File: config.mk
export PLATFORM = sky130hd
export DESIGN_NAME = dram_refresh_sched
export DESIGN_NICKNAME = d
export VERILOG_FILES = /design/src/rtl/dram_ref_pkg.sv /design/src/rtl/ref_init_timer.sv /design/src/rtl/ref_owed_ctr.sv /design/src/rtl/cbr_strobe_gen.sv /design/src/rtl/dram_refresh_sched.sv
export SDC_FILE = /design/constraint.sdc
export NUM_CORES = 1
export LEC_CHECK = 0
export CORE_UTILIZATION = 60
export DETAILED_ROUTE_END_ITERATION = 7
export MAX_ROUTING_LAYER = met4
export PLACE_DENSITY = 0.87
export SLEW_MARGIN = 10
export SYNTH_ARGS = -nofsm -noshare
export SYNTH_HDL_FRONTEND = slang
export SYNTH_SLANG_ARGS = --single-unit
File: constraint.sdc
create_clock -name clk_i -period 5.05 [get_ports clk_i]
set_input_delay 1.01 -clock clk_i [delete_from_list [all_inputs] [get_ports clk_i]]
set_output_delay 1.01 -clock clk_i [all_outputs]
set_load 0.005 [all_outputs]
File: src/rtl/dram_ref_pkg.sv
package dram_ref_pkg;
  typedef enum logic [1:0] {PH_PWRUP, PH_WARM, PH_RUN} init_ph_e;
  typedef enum logic [1:0] {CY_IDLE, CY_CAS, CY_RAS, CY_PRE} cyc_st_e;
endpackage

File: src/rtl/ref_init_timer.sv
module ref_init_timer #(
  parameter int PWRUP_CYC   = 25000,
  parameter int REF_INT_CYC = 1950
) (
  input  logic clk_i,
  input  logic rst_ni,
  input  logic run_i,
  output logic pause_done_o,
  output logic tick_o
);
  localparam int PW = $clog2(PWRUP_CYC + 1);
  localparam int IW = $clog2(REF_INT_CYC + 1);

  logic [PW-1:0] pause_q;
  logic          pause_done_q;
  logic [IW-1:0] int_q;
  logic          int_wrap;

  always_ff @(posedge clk_i or negedge rst_ni) begin
    if (!rst_ni) begin
      pause_q      <= '0;
      pause_done_q <= 1'b0;
    end else if (!pause_done_q) begin
      if (pause_q == PW'(PWRUP_CYC - 1)) pause_done_q <= 1'b1;
      else                               pause_q      <= pause_q + 1'b1;
    end
  end

  assign int_wrap = (int_q == IW'(REF_INT_CYC - 1));

  always_ff @(posedge clk_i or negedge rst_ni) begin
    if (!rst_ni)       int_q <= '0;
    else if (!run_i)   int_q <= '0;
    else if (int_wrap) int_q <= '0;
    else               int_q <= int_q + 1'b1;
  end

  assign pause_done_o = pause_done_q;
  assign tick_o       = run_i && int_wrap;


  tick_gap_chk: assert property (@(posedge clk_i) disable iff (!rst_ni)
    tick_o |=> !tick_o);
endmodule

File: src/rtl/ref_owed_ctr.sv
module ref_owed_ctr #(
  parameter int MAX_OWED = 4
) (
  input  logic clk_i,
  input  logic rst_ni,
  input  logic inc_i,
  input  logic dec_i,
  output logic pend_o
);
  localparam int OW = $clog2(MAX_OWED + 1);

  logic [OW-1:0] cnt_q;
  logic          full;

  assign full = (cnt_q == OW'(MAX_OWED));

  always_ff @(posedge clk_i or negedge rst_ni) begin
    if (!rst_ni) cnt_q <= '0;
    else if (inc_i && !dec_i && !full) cnt_q <= cnt_q + 1'b1;
    else if (dec_i && !inc_i)          cnt_q <= cnt_q - 1'b1;
  end

  assign pend_o = (cnt_q != '0);


  owed_sat_chk: assert property (@(posedge clk_i) disable iff (!rst_ni)
    (inc_i && !dec_i && full) |=> full);

  owed_dec_chk: assert property (@(posedge clk_i) disable iff (!rst_ni)
    dec_i |-> pend_o);
endmodule

File: src/rtl/cbr_strobe_gen.sv
module cbr_strobe_gen
  import dram_ref_pkg::*;
#(
  parameter int T_CSR = 2,
  parameter int T_RAS = 6,
  parameter int T_RP  = 5
) (
  input  logic       clk_i,
  input  logic       rst_ni,
  input  logic       start_i,
  output logic       idle_o,
  output logic       done_o,
  output logic       ras_n_o,
  output logic [1:0] cas_n_o
);
  localparam int TMAX = (T_CSR > T_RAS) ? ((T_CSR > T_RP) ? T_CSR : T_RP)
                                        : ((T_RAS > T_RP) ? T_RAS : T_RP);
  localparam int CW = $clog2(TMAX + 1);

  cyc_st_e       st_q;
  logic [CW-1:0] cnt_q;
  logic          last;

  always_comb begin
    unique case (st_q)
      CY_CAS:  last = (cnt_q == CW'(T_CSR - 1));
      CY_RAS:  last = (cnt_q == CW'(T_RAS - 1));
      CY_PRE:  last = (cnt_q == CW'(T_RP - 1));
      default: last = 1'b0;
    endcase
  end

  always_ff @(posedge clk_i or negedge rst_ni) begin
    if (!rst_ni) begin
      st_q  <= CY_IDLE;
      cnt_q <= '0;
    end else begin
      cnt_q <= last ? '0 : ((st_q == CY_IDLE) ? '0 : cnt_q + 1'b1);
      unique case (st_q)
        CY_IDLE: if (start_i) st_q <= CY_CAS;
        CY_CAS:  if (last)    st_q <= CY_RAS;
        CY_RAS:  if (last)    st_q <= CY_PRE;
        default: if (last)    st_q <= CY_IDLE;
      endcase
    end
  end

  assign idle_o  = (st_q == CY_IDLE);
  assign done_o  = (st_q == CY_PRE) && last;
  assign ras_n_o = (st_q != CY_RAS);
  // both byte strobes move together during refresh
  assign cas_n_o = {2{(st_q != CY_CAS) && (st_q != CY_RAS)}};


  cbr_order_chk: assert property (@(posedge clk_i) disable iff (!rst_ni)
    $fell(ras_n_o) |-> (cas_n_o == 2'b00));

  ras_cas_release_chk: assert property (@(posedge clk_i) disable iff (!rst_ni)
    $rose(ras_n_o) |-> (cas_n_o == 2'b11));

  start_idle_chk: assert property (@(posedge clk_i) disable iff (!rst_ni)
    start_i |-> idle_o);
endmodule

File: src/rtl/dram_refresh_sched.sv
module dram_refresh_sched
  import dram_ref_pkg::*;
#(
  parameter int PWRUP_CYC   = 25000,
  parameter int REF_INT_CYC = 1950,
  parameter int WARMUP_REFS = 8,
  parameter int T_CSR       = 2,
  parameter int T_RAS       = 6,
  parameter int T_RP        = 5,
  parameter int MAX_OWED    = 4
) (
  input  logic       clk_i,
  input  logic       rst_ni,
  input  logic       host_req_i,
  input  logic       host_ras_act_i,
  output logic       host_gnt_o,
  output logic       ready_o,
  output logic       ras_n_o,
  output logic [1:0] cas_n_o
);
  localparam int WW = $clog2(WARMUP_REFS + 1);

  init_ph_e      ph_q;
  logic [WW-1:0] warm_q;
  logic          pause_done, tick, pend, idle, done, need, start, run;

  assign run = (ph_q == PH_RUN);

  ref_init_timer #(.PWRUP_CYC(PWRUP_CYC), .REF_INT_CYC(REF_INT_CYC)) u_timer (
    .clk_i, .rst_ni, .run_i(run), .pause_done_o(pause_done), .tick_o(tick));

  ref_owed_ctr #(.MAX_OWED(MAX_OWED)) u_owed (
    .clk_i, .rst_ni, .inc_i(tick), .dec_i(start && run), .pend_o(pend));

  cbr_strobe_gen #(.T_CSR(T_CSR), .T_RAS(T_RAS), .T_RP(T_RP)) u_strobe (
    .clk_i, .rst_ni, .start_i(start), .idle_o(idle), .done_o(done),
    .ras_n_o, .cas_n_o);

  assign need  = ((ph_q == PH_WARM) && (warm_q != '0)) || (run && pend);
  assign start = need && idle && !host_ras_act_i;

  always_ff @(posedge clk_i or negedge rst_ni) begin
    if (!rst_ni) begin
      ph_q   <= PH_PWRUP;
      warm_q <= WW'(WARMUP_REFS);
    end else begin
      unique case (ph_q)
        PH_PWRUP: if (pause_done) ph_q <= PH_WARM;
        PH_WARM: begin
          if (start) warm_q <= warm_q - 1'b1;
          if (done && warm_q == '0) ph_q <= PH_RUN;
        end
        default: ;
      endcase
    end
  end

  assign ready_o    = run;
  assign host_gnt_o = run && host_req_i && idle && !pend && !host_ras_act_i;


  pwrup_quiet_chk: assert property (@(posedge clk_i) disable iff (!rst_ni)
    (ph_q == PH_PWRUP) |-> (ras_n_o && cas_n_o == 2'b11 && !ready_o));

  warm_done_chk: assert property (@(posedge clk_i) disable iff (!rst_ni)
    $rose(ready_o) |-> (warm_q == '0));

  ready_sticky_chk: assert property (@(posedge clk_i) disable iff (!rst_ni)
    ready_o |=> ready_o);

  gnt_excl_chk: assert property (@(posedge clk_i) disable iff (!rst_ni)
    host_gnt_o |-> (ready_o && ras_n_o && cas_n_o == 2'b11));

  no_overlap_chk: assert property (@(posedge clk_i) disable iff (!rst_ni)
    !ras_n_o |-> !host_ras_act_i);
endmodule

==> run_results.csv <==
group,metric,value,unit
timing,rsz0062_at_grt,"no",
synth,yosys_register_bits,41,
timing,max_freq,290,MHz
cells_and_area,final_core_util,68.2,%
global_routing,antenna_found_initial,0,
cells_and_area,diodes,0,
pwr,power_leakage,1.00,nW
clock_network,htreeDepth,2,
worst_setup_path,reg2reg_from,"u_strobe.st_q[1]$_DFFE_PN0P_",
global_routing,track_usage,23.1,%
worst_setup_path,r2r_cells,8,
route,antenna_left,0,
min_path,min_from,"u_timer.pause_q[14]$_DFFE_PN0P_",
run,drv_cap,0,
clock_network,cts_num_sinks,41,
timing,worst_slew_pin_slew,0.897,ns
pwr,p_int,0.383,mW
route,drc,0,
synth,synth_area_leaders,"dfrtp_1 (47%), xnor2_1 (7.3%), ha_1 (6.4%)",
route,post_drt_wl_per_cell,14.4,um
synth,yosysUniqueCellTypes,48,
floorplanning,start_util,63.5,%
route,vias_per_cell,5.78,
synth,synth_compound_area_share,8.96,%
min_path,hold_path_end,"u_timer.pause_q[14]$_DFFE_PN0P_",
synth,ys_warn_count,0,
route,wirelength,3.70,mm
clock_network,clk-insertion-delay-late,0.34,ns
route,num_vias,1480,
floorplanning,num_io_pins,9,
worst_setup_path,startpoint_type,"primary input",
clock_network,cts_made_buffers,5,
cells_and_area,area_growth,7.50,%
timing,period_needed,3.45,ns
synth,syn_inst,198,
clock_network,cts_resized,0,
synth,synth_area_per_cell,10.9,um2
global_routing,first_global_vias,1461,
place,port_buffers,8,
worst_setup_path,required,4.04,ns
timing,tns,0,ns
timing,clock_skew,0.0135,ns
worst_setup_path,crit_fanout,3,
synth,yosys_most_used_dff,"dfrtp_1",
floorplanning,coreArea,3390,um2
synth,yosys.area.top_type,"dfrtp_1",
route,firstDrtPassIters,4,
synth,yosysSeqAreaShare,47.8,%
cells_and_area,drive_gt1_share,9.52,%
worst_setup_path,reg2reg_slack,2.22,ns
worst_setup_path,worst_r2r_endpoint,"u_owed.cnt_q[1]$_DFFE_PN0P_",
min_path,hold_path_depth,1,
timing,slew_violations,0,
floorplanning,die-width,61.9,um
pwr,p_per_area,212,nW/um2
route,first_iter_violations,109,
worst_setup_path,endpoint_kind,"output port",
global_routing,grt_max_degree,42,
synth,muxShareOfSynthArea,1.22,%
synth,synth_nets,214,
timing,hold_viol_final,0,
synth,netlist.area_leader.share,46.5,%
clock_network,clockRootBuffer,"clkbuf_4",
pwr,irDropWorstVdd,0.000156,V
place,place.gp.congestion,0.770,
cells_and_area,final_nets,225,
synth,synth_fa_ha_area_share,7.33,%
synth,async_flop_share,100,%
floorplanning,num_rows,21,
pwr,power_frac_clock,31.4,%
pwr,p_sw_share,22.0,%
synth,synth_edf_count,0,
synth,yosys.area_share.simple,20.8,%
synth,synth_top_family_by_area,"simple AND/OR/NAND/NOR gates",
pwr,total_power,0.491,mW
clock_network,clk_path_buf_depth,2,
global_routing,grt_pass1_wl,6.11,mm
synth,synth-xor-area-share,11.0,%
clock_network,cts_tree,"yes",
clock_network,postCtsSetupBuffers,0,
worst_setup_path,critPathArrivalTime,2.44,ns
timing,finalSetupViolCount,0,
floorplanning,die_h,61.9,um
pwr,p_switching,0.108,mW
timing,maxSlewHeadroom,40.2,%
cells_and_area,final_cells,256,
place,hpwlAfterDp,2.71,mm
pwr,power_frac_seq,66.8,%
worst_setup_path,path_class,"in2out",
clock_network,clk_pin_slew_worst_paths,0.11,ns
floorplanning,dieArea,3830,um2
pwr,p_comb_share,1.8,%
place,dpl.cell_count,248,
outcome,status,"complete, no violations",
clock_network,postCtsHoldBufs,0,
timing,final.period_utilization,68.4,%
min_path,hp-class,"reg2reg",
synth,synth_area,2150,um2
global_routing,overflow,0,
-- metal layers --
layer | part of all wire [%] | track usage [%]
met5 | 0 | -
met4 | 1.8 | 13.0
met3 | 2.8 | 4.55
met2 | 52 | 39.3
met1 | 44 | 25.1
-- worst max path at each step --
stage                              start                          end  slack, ns  cells after the start
after floorplan           host_ras_act_i  u_owed.cnt_q[1]$_DFFE_PN0P_       2.46                      6
after global placement    host_ras_act_i                   host_gnt_o       1.62                      4
after detailed placement  host_ras_act_i                   host_gnt_o       1.61                      4
after CTS                 host_ras_act_i                   host_gnt_o       1.61                      4
after global routing      host_ras_act_i                   host_gnt_o       1.49                      4
final                     host_ras_act_i                   host_gnt_o       1.60                      4
-- registers in the layout, indices dropped and copies added, names as in the netlist --
register,cells
u_strobe.st_q,2
u_timer.pause_q,15
ph_q,2
u_timer.pause_done_o,1
u_owed.cnt_q,3
warm_q,4
u_timer.int_q,11
u_strobe.cnt_q,3
-- worst max-delay path: stages --
cell and delay (ns):
clkdlybuf4s50_1 0.42, nand2b_1 0.20, nor4b_1 0.27, clkdlybuf4s50_1 0.55
-- power by group through the flow --
stage                     sequential [mW]  clock [mW]  combinational [mW]
after floorplan                     0.335           0            0.000759
after global placement              0.335           0             0.00881
after detailed placement            0.335           0             0.00933
after CTS                           0.328       0.159             0.00931
after global routing                0.328       0.172              0.0107
final                               0.328       0.154             0.00889
-- cell usage in the layout (no fill, tap or decap), types with 3 or more instances in the layout --
cell type        instances
a21oi_1                  3
clkbuf_4                 5
clkdlybuf4s50_1          7
dfrtp_1                 40
ha_1                    11
inv_1                   11
nand2_1                 14
nand2b_1                 3
nand3_1                 10
nand4_1                  4
nor2_1                  16
nor3_1                   9
o21ai_0                  6
or3_1                    3
xnor2_1                 18
xor2_1                   9
-- per-stage QoR --
step           hold slack [ns]  setup WS, ns  area, um2
6_report                 0.474          1.60       2310
5_1_grt                  0.491          1.49       2310
4_1_cts                  0.476          1.61       2310
3_5_place_dp             0.458          1.61       2260
3_3_place_gp             0.459          1.62       2260
2_1_floorplan            0.438          2.46       2150
-- logic make-up (layout without fill, tap and decap cells) --
group                      count (synthesis)  after routing
muxes                                      2              2
and+or+nand+nor                           79             79
buffers and inverters                     15             27
AOI/OAI and AO/OA                         22             22
DFF                                       41             41
xor gates and xnor gates                  27             27
adders and majority gates                 12             12
-- cells in the mapped netlist (2+ instances only) --
cell / instances
dfrtp_1: 40
xnor2_1: 18
nor2_1: 16
nand2_1: 14
ha_1: 11
inv_1: 11
nand3_1: 10
nor3_1: 9
xor2_1: 9
o21ai_0: 6
nand4_1: 4
a21oi_1: 3
nand2b_1: 3
or3_1: 3
a211oi_1: 2
a31oi_1: 2
and3_1: 2
buf_4: 2
clkbuf_1: 2
nor3b_1: 2
nor4b_1: 2
-- final cells by class --
cell class / count / area [um2]
clock buffers: 6 / 41.3
clock inverters: 2 / 10.0
fillers: 248 / 1080
inverters: 11 / 41.3
multi-input cells: 142 / 1060
flip-flops and latches: 41 / 1030
well taps: 46 / 57.6
repair buffers: 8 / 75.1
Power figures use the tool's default switching activity.
